## src/rtl/bus_resp_guard_pkg.sv

```systemverilog
package bus_resp_guard_pkg;
  typedef enum logic {
    GUARD_IDLE = 1'b0,
    GUARD_WAIT = 1'b1
  } guard_state_e;
endpackage

```

## src/rtl/brg_reset_sync.sv

```systemverilog
module brg_reset_sync (
  input  logic clk,
  input  logic rst_n,
  output logic rst_n_sync
);
  logic [1:0] stage_q;

  always_ff @(posedge clk or negedge rst_n) begin
    if (!rst_n) begin
      stage_q <= 2'b00;
    end else begin
      stage_q <= {stage_q[0], 1'b1};
    end
  end

  assign rst_n_sync = stage_q[1];
endmodule

```

## src/rtl/brg_window_timer.sv

```systemverilog
module brg_window_timer
  import bus_resp_guard_pkg::*;
#(
  parameter int LIMIT = 15
) (
  input  logic clk,
  input  logic rst_n,
  input  logic start_i,
  input  logic done_i,
  output logic busy_o,
  output logic expired_o
);
  localparam int CNT_W = $clog2(LIMIT + 1);
  localparam logic [CNT_W-1:0] LAST = CNT_W'(LIMIT);
  localparam logic [CNT_W-1:0] ONE  = CNT_W'(1);

  guard_state_e     state_q, state_d;
  logic [CNT_W-1:0] cnt_q, cnt_d;
  logic             exp_q, exp_d;
  logic             cnt_en;

  // next state
  always_comb begin
    state_d = state_q;
    cnt_d   = cnt_q;
    exp_d   = 1'b0;
    cnt_en  = 1'b0;
    unique case (state_q)
      GUARD_IDLE: begin
        if (start_i) begin
          state_d = GUARD_WAIT;
          cnt_d   = ONE;
          cnt_en  = 1'b1;
        end
      end
      GUARD_WAIT: begin
        cnt_en = 1'b1;
        if (done_i) begin
          state_d = GUARD_IDLE;
          cnt_d   = '0;
        end else if (cnt_q == LAST) begin
          state_d = GUARD_IDLE;
          cnt_d   = '0;
          exp_d   = 1'b1;
        end else begin
          cnt_d = cnt_q + ONE;
        end
      end
      default: begin
        state_d = GUARD_IDLE;
        cnt_d   = '0;
        cnt_en  = 1'b1;
      end
    endcase
  end

  // registers
  always_ff @(posedge clk or negedge rst_n) begin
    if (!rst_n) begin
      state_q <= GUARD_IDLE;
      exp_q   <= 1'b0;
    end else begin
      state_q <= state_d;
      exp_q   <= exp_d;
    end
  end

  always_ff @(posedge clk or negedge rst_n) begin
    if (!rst_n) begin
      cnt_q <= '0;
    end else if (cnt_en) begin
      cnt_q <= cnt_d;
    end
  end

  assign busy_o    = (state_q == GUARD_WAIT);
  assign expired_o = exp_q;

  assert_cnt_in_window_R6: assert property (@(posedge clk) disable iff (!rst_n)
    cnt_q <= LAST);

  assert_start_opens_R2: assert property (@(posedge clk) disable iff (!rst_n)
    (state_q == GUARD_IDLE && start_i) |=> (busy_o && cnt_q == ONE));

  assert_expiry_after_silence_R6: assert property (@(posedge clk) disable iff (!rst_n)
    expired_o |-> ($past(busy_o) && !$past(done_i)));

  assert_expiry_single_R6: assert property (@(posedge clk) disable iff (!rst_n)
    expired_o |=> !expired_o);

  assert_no_restart_R8: assert property (@(posedge clk) disable iff (!rst_n)
    (busy_o && start_i && !done_i && cnt_q != LAST) |=> (cnt_q == $past(cnt_q) + ONE));
endmodule

```

## src/rtl/brg_resp_merge.sv

```systemverilog
module brg_resp_merge (
  input  logic clk,
  input  logic rst_n,
  input  logic busy_i,
  input  logic expired_i,
  input  logic strobe_i,
  input  logic dev_ack_i,
  input  logic dev_err_i,
  output logic cpu_ack_o,
  output logic cpu_err_o,
  output logic tmo_o,
  output logic viol_o
);
  assign cpu_ack_o = busy_i & dev_ack_i;
  assign cpu_err_o = (busy_i & dev_err_i) | expired_i;
  assign tmo_o     = expired_i;
  assign viol_o    = busy_i & strobe_i;

  assert_ack_needs_open_R7: assert property (@(posedge clk) disable iff (!rst_n)
    cpu_ack_o |-> busy_i);

  assert_tmo_is_error_R6: assert property (@(posedge clk) disable iff (!rst_n)
    tmo_o |-> (cpu_err_o && !cpu_ack_o));

  assert_tmo_not_while_open_R6: assert property (@(posedge clk) disable iff (!rst_n)
    tmo_o |-> !busy_i);

  assert_ack_closes_R3: assert property (@(posedge clk) disable iff (!rst_n)
    (cpu_ack_o && !strobe_i) |=> !busy_i);
endmodule

```

## src/rtl/bus_resp_guard.sv

```systemverilog
module bus_resp_guard #(
  parameter int RESP_WINDOW = 15,
  parameter int BEN_W       = 4
) (
  input  logic             clk,
  input  logic             rst_n,
  input  logic             req_rd_i,
  input  logic             req_wr_i,
  input  logic [BEN_W-1:0] req_ben_i,
  input  logic             req_src_i,
  input  logic             req_priv_i,
  input  logic             req_rsv_i,
  input  logic             dev_ack_i,
  input  logic             dev_err_i,
  output logic [BEN_W-1:0] fwd_ben_o,
  output logic             fwd_src_o,
  output logic             fwd_priv_o,
  output logic             fwd_rsv_o,
  output logic             cpu_ack_o,
  output logic             cpu_err_o,
  output logic             tmo_o,
  output logic             proto_viol_o
);
  logic rst_n_s;
  logic strobe;
  logic resp;
  logic busy;
  logic expired;

  assign strobe = req_rd_i | req_wr_i;
  assign resp   = dev_ack_i | dev_err_i;

  // sidebands travel untouched
  assign fwd_ben_o  = req_ben_i;
  assign fwd_src_o  = req_src_i;
  assign fwd_priv_o = req_priv_i;
  assign fwd_rsv_o  = req_rsv_i;

  brg_reset_sync u_rst (
    .clk        (clk),
    .rst_n      (rst_n),
    .rst_n_sync (rst_n_s)
  );

  brg_window_timer #(.LIMIT(RESP_WINDOW)) u_timer (
    .clk       (clk),
    .rst_n     (rst_n_s),
    .start_i   (strobe),
    .done_i    (resp),
    .busy_o    (busy),
    .expired_o (expired)
  );

  brg_resp_merge u_merge (
    .clk       (clk),
    .rst_n     (rst_n_s),
    .busy_i    (busy),
    .expired_i (expired),
    .strobe_i  (strobe),
    .dev_ack_i (dev_ack_i),
    .dev_err_i (dev_err_i),
    .cpu_ack_o (cpu_ack_o),
    .cpu_err_o (cpu_err_o),
    .tmo_o     (tmo_o),
    .viol_o    (proto_viol_o)
  );

  assert_one_strobe_R2: assert property (@(posedge clk) disable iff (!rst_n_s)
    !(req_rd_i && req_wr_i));

  assert_err_reason_R4: assert property (@(posedge clk) disable iff (!rst_n_s)
    (cpu_err_o && !tmo_o) |-> dev_err_i);
endmodule

```

## config.mk

```make
export PLATFORM = sky130hd
export DESIGN_NAME = bus_resp_guard
export DESIGN_NICKNAME = d
export VERILOG_FILES = /design/src/rtl/bus_resp_guard_pkg.sv /design/src/rtl/brg_reset_sync.sv /design/src/rtl/brg_window_timer.sv /design/src/rtl/brg_resp_merge.sv /design/src/rtl/bus_resp_guard.sv
export SDC_FILE = /design/constraint.sdc
export NUM_CORES = 1
export LEC_CHECK = 0
export CELL_PAD_IN_SITES_DETAIL_PLACEMENT = 0
export CELL_PAD_IN_SITES_GLOBAL_PLACEMENT = 2
export CORE_MARGIN = 1
export CORE_UTILIZATION = 19
export CTS_BUF_LIST = sky130_fd_sc_hd__clkbuf_4
export CTS_CLUSTER_SIZE = 16
export DETAILED_ROUTE_END_ITERATION = 7
export PLACE_DENSITY = 0.84
export SYNTH_ARGS = -nofsm -noshare
export SYNTH_HDL_FRONTEND = slang
export SYNTH_SLANG_ARGS = --single-unit
```

## constraint.sdc

```tcl
create_clock -name clk -period 1 [get_ports clk]
set_clock_uncertainty 0.2 [all_clocks]
set_input_delay 0.15 -clock clk [delete_from_list [all_inputs] [get_ports clk]]
set_output_delay 0.15 -clock clk [all_outputs]
set_load 0.02 [all_outputs]
```

* Yosys cells after proc, flatten, opt, wreduce, memory -nomap -nowiden *
Cells that the tools add are included.

storage, ports and cells
  bits in registers = 8
  output and inout port bits = 11
  word-level logic and storage cells = 27

operators by class
  $add $sub $neg = 1
  eq/ne operators = 2
  multiplexer cells = 12
  bitwise logic cells = 7
  reductions and logical operators = 1

operators by type and width
  cell                                                                      count
  4-bit two-way mux                                                         3
  4-bit one-hot mux with 2 select lines                                     1
  1-bit two-way mux                                                         6
  4-bit by 1-bit adder with 4-bit output (second input constant)            1
  4-bit == test (second input constant)                                     1
  1-bit one-hot mux with 2 select lines                                     2
  1-bit AND                                                                 3
  1-bit bitwise OR                                                          3
  2-bit by 1-bit inequality test with 1-bit output (second input constant)  1
  2-bit AND reduction                                                       1
  1-bit NOT                                                                 1

* Depth between registers and ports, before layout *
Gate-level depths: netlist (run 1).

  depth after elaboration = 4
  depth in mapped cells = 4
  mapped depth without buffers = 4

* Modules after synthesis *
Synthesis (run 1) repeated with hierarchy kept, for this count alone.

second synthesis, totals
  cell total of the unflattened synthesis = 44
  area total of the unflattened synthesis = 420.4 um^2

by module, submodules not included
  module            times used  cells each  area an instance (um^2)  sequential area each (um^2)
  brg_window_timer  1           28          274.0                    150.1
  bus_resp_guard    1           9           65.1                     0.0
  brg_reset_sync    1           3           53.8                     50.0
  brg_resp_merge    1           4           27.5                     0.0

* Worst setup path before layout (run 1) *
No wires, ideal clock.

  path kind = register -> register
  from = register u_timer.cnt_q[0]
  to = register u_timer.cnt_q[0]
  setup time = 0.077 ns
  data arrival time = 0.913 ns
  data required time = 0.723 ns
  slack = -0.190 ns
  cell stages (with the launch flop) = 5
  buffers on the path = 0
  cells stage by stage = dfrtp_1 -> ha_1 -> nand3_1 -> nand3b_1 -> a21oi_1

on the way
  cells in the longest elaborated chain, start to end = 4
  elaborated cells between the ends (all ways) = 5
  those cells by class = add/sub (1); eq/ne (1); mux (3)

RTL lines
  element                                                                  RTL line                                        RTL
  from (decl)                                                              brg_window_timer.sv:18                          logic [CNT_W-1:0] cnt_q, cnt_d;
  from (signal assigned)                                                   brg_window_timer.sv:72                          cnt_q <= cnt_d;
  4-bit by 1-bit adder with 4-bit output or 4-bit == test (tied branches)  brg_window_timer.sv:46, brg_window_timer.sv:41
  4-bit two-way mux (*)                                                    brg_window_timer.sv:41                          end else if (cnt_q == LAST) begin
  4-bit two-way mux (*)                                                    brg_window_timer.sv:38                          if (done_i) begin
  4-bit one-hot mux with 2 select lines (*)                                brg_window_timer.sv:28                          unique case (state_q)

Mark *: on every way between the ends. The rest lies on a longest branch, timed or not.
A chain may end at the register's enable or synchronous reset.

* Final worst setup path (run 1) *
  from = register u_timer.state_q, in the netlist u_timer.busy_o
  to = output cpu_err_o

on the way
  cells in the longest elaborated chain, start to end = 2

RTL lines
  element                 RTL line                RTL
  from (decl)             brg_window_timer.sv:17  guard_state_e state_q, state_d;
  from (signal assigned)  brg_window_timer.sv:63  state_q <= state_d;
  1-bit AND               brg_resp_merge.sv:15    assign cpu_err_o = (busy_i & dev_err_i) | expired_i;
  1-bit bitwise OR        brg_resp_merge.sv:15
  to (decl)               bus_resp_guard.sv:20    output logic cpu_err_o,

Every way passes these cells.

==> results of run 1 <==
logic make-up after synthesis:
logic type / Yosys count / share of synthesized area
other cells: 1 / 0.00869
compound gates: 6 / 0.0928
xor+xnor: 2 / 0.0406
simple gates: 15 / 0.217
fa+ha+maj: 1 / 0.0290
flops: 8 / 0.464
buf+inv: 8 / 0.148
Yosys cell counts:
cell type                  count
sky130_fd_sc_hd__and2_1        1
sky130_fd_sc_hd__dfrtp_1       8
sky130_fd_sc_hd__nand3b_1      1
sky130_fd_sc_hd__nor3_2        1
sky130_fd_sc_hd__ha_1          1
sky130_fd_sc_hd__nor3b_4       1
sky130_fd_sc_hd__nor2b_1       1
sky130_fd_sc_hd__nand3_1       2
sky130_fd_sc_hd__nand2_1       3
sky130_fd_sc_hd__nor4_1        1
sky130_fd_sc_hd__buf_4         7
sky130_fd_sc_hd__buf_6         1
sky130_fd_sc_hd__xor2_1        1
sky130_fd_sc_hd__a22o_1        1
sky130_fd_sc_hd__xnor2_1       1
sky130_fd_sc_hd__conb_1        1
sky130_fd_sc_hd__nor2_1        3
sky130_fd_sc_hd__nand2_2       1
sky130_fd_sc_hd__o21ai_2       1
sky130_fd_sc_hd__a21oi_1       1
sky130_fd_sc_hd__a21o_1        1
sky130_fd_sc_hd__o21ai_1       2
flip-flops by register name (all words and copies together) (netlist names):
register	flops
u_rst.stage_q	2
u_timer.busy_o	1
u_timer.cnt_q	4
u_timer.expired_o	1
layout make-up:
cell class                      instances  area share
Tap cell                               27      0.0508
Timing Repair Buffer                   19       0.266
Clock buffer                            3      0.0339
Multi-Input combinational cell         25       0.347
Sequential cell                         8       0.303
worst paths after layout:
path,from,depth (start not counted),to,slack (ps)
worst max-delay path,u_timer.busy_o,2,cpu_err_o,-330
worst min-delay path,u_rst.stage_q[1],0,u_timer.cnt_q[1],-110
worst max register to register,u_timer.busy_o,5,u_timer.cnt_q[3],-280
worst min register to register,u_rst.stage_q[1],0,u_timer.cnt_q[1],-110
max in group asynchronous,rst_n,2,u_rst.stage_q[1],80
min in group clk,req_ben_i[3],0,fwd_ben_o[3],100
per-layer routing:
layer / part of all wire / track usage / up-vias
met4: 0.0095 / 0.0333 / 0
li1: - / - / 159
met2: 0.47 / 0.110 / 11
met1: 0.45 / 0.108 / 142
met5: 0 / 0 / -
met3: 0.076 / 0.0586 / 2
power by group:
| part | switching, mW | internal [mW] |
|---|---|---|
| clock network | 0.109 | 0.137 |
| logic | 0.119 | 0.174 |
| registers | 0.0361 | 0.352 |
stage by stage:
| stage | utilization | cells | hold slack, ps | setup slack (ps) |
|---|---|---|---|---|
| after floorplan | - | 41 | -346 | -152 |
| after global placement | 0.268 | 75 | -95.1 | -754 |
| after detailed placement | 0.268 | 75 | -88.2 | -742 |
| after CTS | 0.308 | 82 | -95.8 | -336 |
| after global routing | 0.325 | 82 | -85.5 | -380 |
| final | 0.325 | 82 | -109 | -334 |
repair_timing:
action / CTS / global route
resized for setup: 30 / 6
endpoints found under the hold margin: 8 / 6
setup endpoints to repair: 10 / 10
pin swaps: 7 / 2
buffers inserted: 3 / 0
==> flow_summary.ini, run 1 <==
[logic_synthesis]
postSynthAreaPerCell_sq_um = 10.5
synth.net_count = 55
synth_sequential_area_ratio = 0.464
netlist_top_cells_area = sky130_fd_sc_hd__dfrtp_1 (46%), sky130_fd_sc_hd__buf_4 (12%), sky130_fd_sc_hd__nor3b_4 (4.3%)
postSynthCellCount = 41
synth_top_area_cell = sky130_fd_sc_hd__dfrtp_1
synthesis.yosys.warnings = 0
synth-seq-cells = 8
yosysTopAreaCellShare = 0.464
synth_cell_type_count = 22
summed_instance_area_of_the_synthesized_netlist_sq_um = 432

[floorplanning]
initial_core_util = 0.211
io_pins = 24
die_area_sq_um = 2470
die_x_um = 49.7
number_of_placement_rows = 16
core_area_sq_um = 2040
die_span_y_um = 49.7

[power]
power_density_nw_per_um2 = 1390
finalPower_uw = 927
power_leakage_nw = 0.274
vdd_ir_drop_max_mv = 0.809

[routing]
via_count = 314
ant_nets = 0
firstDrtPassIters = 2
drt_iter0_markers = 1
drt-wirelength-per-cell_um = 10.2
remaining_drc_errors = 0
route.detailed.vias_per_inst = 3.83
drt-total-wl_um = 839

[cells_and_area]
antennaDiodeCount = 0
syn_to_final_growth_pct = 53.9
mostFrequentLayoutCells = sky130_fd_sc_hd__buf_4 (8), sky130_fd_sc_hd__dfrtp_1 (7), sky130_fd_sc_hd__clkdlybuf4s50_1 (5), sky130_fd_sc_hd__buf_6 (5), sky130_fd_sc_hd__clkbuf_4 (3)
layout.cells.most_common = sky130_fd_sc_hd__buf_4
n_fill_cell = 218
stdcell_area_sq_um = 664
final_layout_size_suffix_gt1_frac = 0.545
register_area_sq_um = 201
fin_nets = 71
multi_input_comb_area_sq_um = 230

[global_route]
first_global_vias = 339
pin_count_of_the_biggest_net_entering_global_routing = 7
grt_pass1_wl_um = 1520
grtUsageTotal = 0.0854
grt_remaining_overflow = 0
grt_antenna_before_repair = 0

[critical_path]
cp-start-kind = register
crit_fanout = 5
worst_setup_path_end_kind = output port
critical_path.cell_chain = a21o_1, buf_6
crit_required_ps = 650
critical_path_buf_inv_count = 1
critPathTopFamily = flip-flops
worst_stage_delay_on_the_critical_path_ps = 430
cp.arrival_ps = 980
crit_type = reg2out
cpMaxStageDelayCell = sky130_fd_sc_hd__dfrtp_2

[clock_network]
clockRootBuffer = sky130_fd_sc_hd__clkbuf_4
cts_inserted_buffers = 3
clock_tree.buffer_depth = 2
clock_insertion_delay_worst_skew_ps = 260
clock_sinks = 8
clk_pin_slew_ps = 50
cts_tree = yes
postCtsHoldBufs = 1
clock_tree.htree_level_count = 1

[status]
status = finished, violations left
violations_in_the_final_reports = negative hold slack, negative setup slack

[worst_hold_path]
hp-class = reg2async

[timing]
setup-tns-final_ps = -2320
final-setup-viol-count = 10
maxSlewViolCount = 0
final.setup.worst_slack_ps = -334
clock.fmax_mhz = 750
layout_min_cycle_time_ps = 1330
hold-worst-slack_ps = -109
layout_worst_path_cycle_share = 1.33
grt_setup_unrepaired = true
final_hold_viol_count = 6

[placed_design]
standard_cell_area_after_detailed_placement_sq_um = 548
gp_congestion = 0.679
placement.io_buffers = 9
place_hpwl_um = 560

[job]
drv.max_cap_violation_count = 0
No activity file was read; power rests on OpenSTA's default activity.
==> run 2: changes to the inputs <==
PLACE_DENSITY = 0.86   (was 0.84)
SYNTH_HIERARCHICAL = 1   (was not set)
==> run 2 against run 1 <==
The run still ends with negative hold slack, negative setup slack left. Utilization is 0.79 points lower. Sequential share of layout area is 1.1 points higher. Clock power is 18% higher. Global-route usage is 0.98 points lower. Synthesized cell count is 7.3% higher. Cell area is 3.4% lower. Area after synthesis is 2.6% lower. Die area is 2.5% lower. Register-to-register slack worse by 30 ps. Combinational power is 16% lower. Cell count is 2.4% higher. Critical endpoint unchanged. Largest cell class unchanged.
==> flow_summary.ini, run 2 <==
[floorplanning]
core_area_sq_um = 2020
initial_core_util = 0.208
number_of_placement_rows = 16
die_area_sq_um = 2400
die_span_y_um = 49.0
io_pins = 24
die_x_um = 49.0

[cells_and_area]
instances_no_fill = 84
syn_to_final_growth_pct = 52.7
layout.cells.most_common = sky130_fd_sc_hd__dfrtp_1
largest_register = u_timer/cnt_q
final_layout_size_suffix_gt1_frac = 0.474
mostFrequentLayoutCells = sky130_fd_sc_hd__dfrtp_1 (7), sky130_fd_sc_hd__buf_6 (6), sky130_fd_sc_hd__buf_4 (5)
stdcell_area_sq_um = 642
flip_flop_count_of_the_largest_register_after_layout = 4
layout_top_registers = u_timer/cnt_q x4, u_rst/stage_q x2
antennaDiodeCount = 0
fin_nets = 72

[logic_synthesis]
postSynthCellCount = 44
synth_enable_flop_cells = 0
synthAdderAreaFrac = 0.0298
post_synth_xor_area_fraction = 0
synth_top_area_cell = sky130_fd_sc_hd__dfrtp_1
ys_async_sr_fraction = 1.00
synth_compound_area_frac = 0.119
synthesis.yosys.warnings = 6
synth.net_count = 58
synth_sequential_area_ratio = 0.476
synth_cell_type_count = 19
summed_instance_area_of_the_synthesized_netlist_sq_um = 420
synth_top_cells_by_count = sky130_fd_sc_hd__buf_4 (8), sky130_fd_sc_hd__dfrtp_1 (8), sky130_fd_sc_hd__o21ai_0 (4)
synth-seq-cells = 8
synth-simple-area-share = 0.196
synth_top_family_by_area = simple AND/OR/NAND/NOR gates
synth.area.mux_share = 0
yosysTopAreaCellShare = 0.476
synth_top_flop_cell = sky130_fd_sc_hd__dfrtp_1
postSynthAreaPerCell_sq_um = 9.55
netlist_top_cells_area = sky130_fd_sc_hd__dfrtp_1 (48%), sky130_fd_sc_hd__buf_4 (14%), sky130_fd_sc_hd__o21ai_0 (4.8%)

[critical_path]
cp-start-kind = register
crit_fanout = 4
regToRegEndpoint = u_timer/cnt_q[3]
worst_setup_path_end_kind = output port
crit_type = reg2out
cp.arrival_ps = 990
worstRegToRegCells = 4
crit_required_ps = 650
r2r_start = u_timer/busy_o
r2r_setup_slack_ps = -310
worst_setup_path_startpoint = u_timer/busy_o

[timing]
grt_setup_unrepaired = true
hold-worst-slack_ps = -119
final.setup.worst_slack_ps = -345
layout_worst_path_cycle_share = 1.34
maxSlewViolCount = 0
clock.fmax_mhz = 744
final-setup-viol-count = 10
final_hold_viol_count = 6
layout_min_cycle_time_ps = 1340

[placed_design]
standard_cell_area_after_detailed_placement_sq_um = 546
place_hpwl_um = 563
dpl.cell_count = 78
placement.io_buffers = 9
gp_congestion = 0.761

[job]
drv.max_cap_violation_count = 0

[clock_network]
cts_inserted_buffers = 3
clock_insertion_delay_worst_skew_ps = 260
clock_tree.buffer_depth = 2
clockRootBuffer = sky130_fd_sc_hd__clkbuf_4
clk_pin_slew_ps = 60
postCtsHoldBufs = 1
clock_tree.htree_level_count = 1
clock_sinks = 8
cts_tree = yes

[routing]
drt-total-wl_um = 785
remaining_drc_errors = 0
via_count = 330
ant_nets = 0
firstDrtPassIters = 1
route.detailed.vias_per_inst = 3.93
drt_iter0_markers = 0
drt-wirelength-per-cell_um = 9.35

[global_route]
grt_antenna_before_repair = 0
grtUsageTotal = 0.0756
grt_pass1_wl_um = 1340
pin_count_of_the_biggest_net_entering_global_routing = 7
grt_remaining_overflow = 0
first_global_vias = 330

[status]
status = finished, violations left
violations_in_the_final_reports = negative hold slack, negative setup slack

[power]
power_leakage_nw = 0.298
power_density_nw_per_um2 = 1440
vdd_ir_drop_max_mv = 0.629

[worst_hold_path]
hp-class = reg2async
run 2: cell families (layout without fill, tap and decap cells):
logic type,count (synthesis),after routing
other,1,1
AND/OR/NAND/NOR,15,15
AO/OA/AOI/OAI,8,8
buffers and inverters,11,24
adder cells (fa/ha/maj),1,1
flip-flops,8,8
run 2: area by class of cell:
cell class,instances,area [sq um]
fillers,215,1380
multi-input cells,25,205
flip-flops and latches,8,201
repair buffers,17,160
well taps,27,33.8
clock buffers,4,30.0
inverters,3,11.3
run 2: metal layers:
| layer | up-vias | part of all wire | global-route usage |
|---|---|---|---|
| met5 | - | 0 | 0 |
| met4 | 0 | 0.0076 | 0.00490 |
| met3 | 2 | 0.097 | 0.0592 |
| met2 | 15 | 0.45 | 0.118 |
| met1 | 151 | 0.44 | 0.0841 |
| li1 | 162 | - | - |
run 2: timing repair:
| item | 4_1_cts | 5_1_grt |
|---|---|---|
| setup endpoints to repair | 10 | 10 |
| setup buffers | 1 | 0 |
| gates cloned | 0 | 0 |
| pin swaps | 9 | 2 |
| endpoints found under the hold margin | 8 | 6 |
| gates resized for setup | 40 | 2 |
run 2: per-stage QoR:
stage	util	power, mW	setup TNS (ps)	hold WS [ps]	setup WS [ps]
6_report	0.317	0.925	-2450	-119	-345
4_1_cts	0.314	0.931	-2520	-105	-353
3_5_place_dp	0.270	0.582	-5650	-91.9	-842
3_3_place_gp	0.270	0.578	-5630	-94.7	-840
5_1_grt	0.317	0.987	-2870	-81.9	-391
2_1_floorplan	-	0.517	-890	-346	-189
run 2: power breakdown:
group	leakage, nW	internal (mW)	total [mW]	switching (mW)
Combinational	0.179	0.147	0.246	0.0996
Clock	0.0184	0.180	0.291	0.111
Sequential	0.101	0.351	0.387	0.0360
run 2: critical path, cell delays in order (launching register included):
cell,delay [ps]
sky130_fd_sc_hd__dfrtp_2,440
sky130_fd_sc_hd__a21o_1,170
sky130_fd_sc_hd__buf_6,130
run 2: worst max-delay path by stage:
stage | to
final | cpu_err_o
after global routing | cpu_err_o
after CTS | cpu_err_o
after detailed placement | proto_viol_o
after global placement | proto_viol_o
after floorplan | u_timer/cnt_q[3]
==> run 3: changes to the inputs <==
SKIP_LAST_GASP = 1   (was not set)
==> results of run 3 <==
The final DEF is identical to that of run 2; final timing and power are the same.
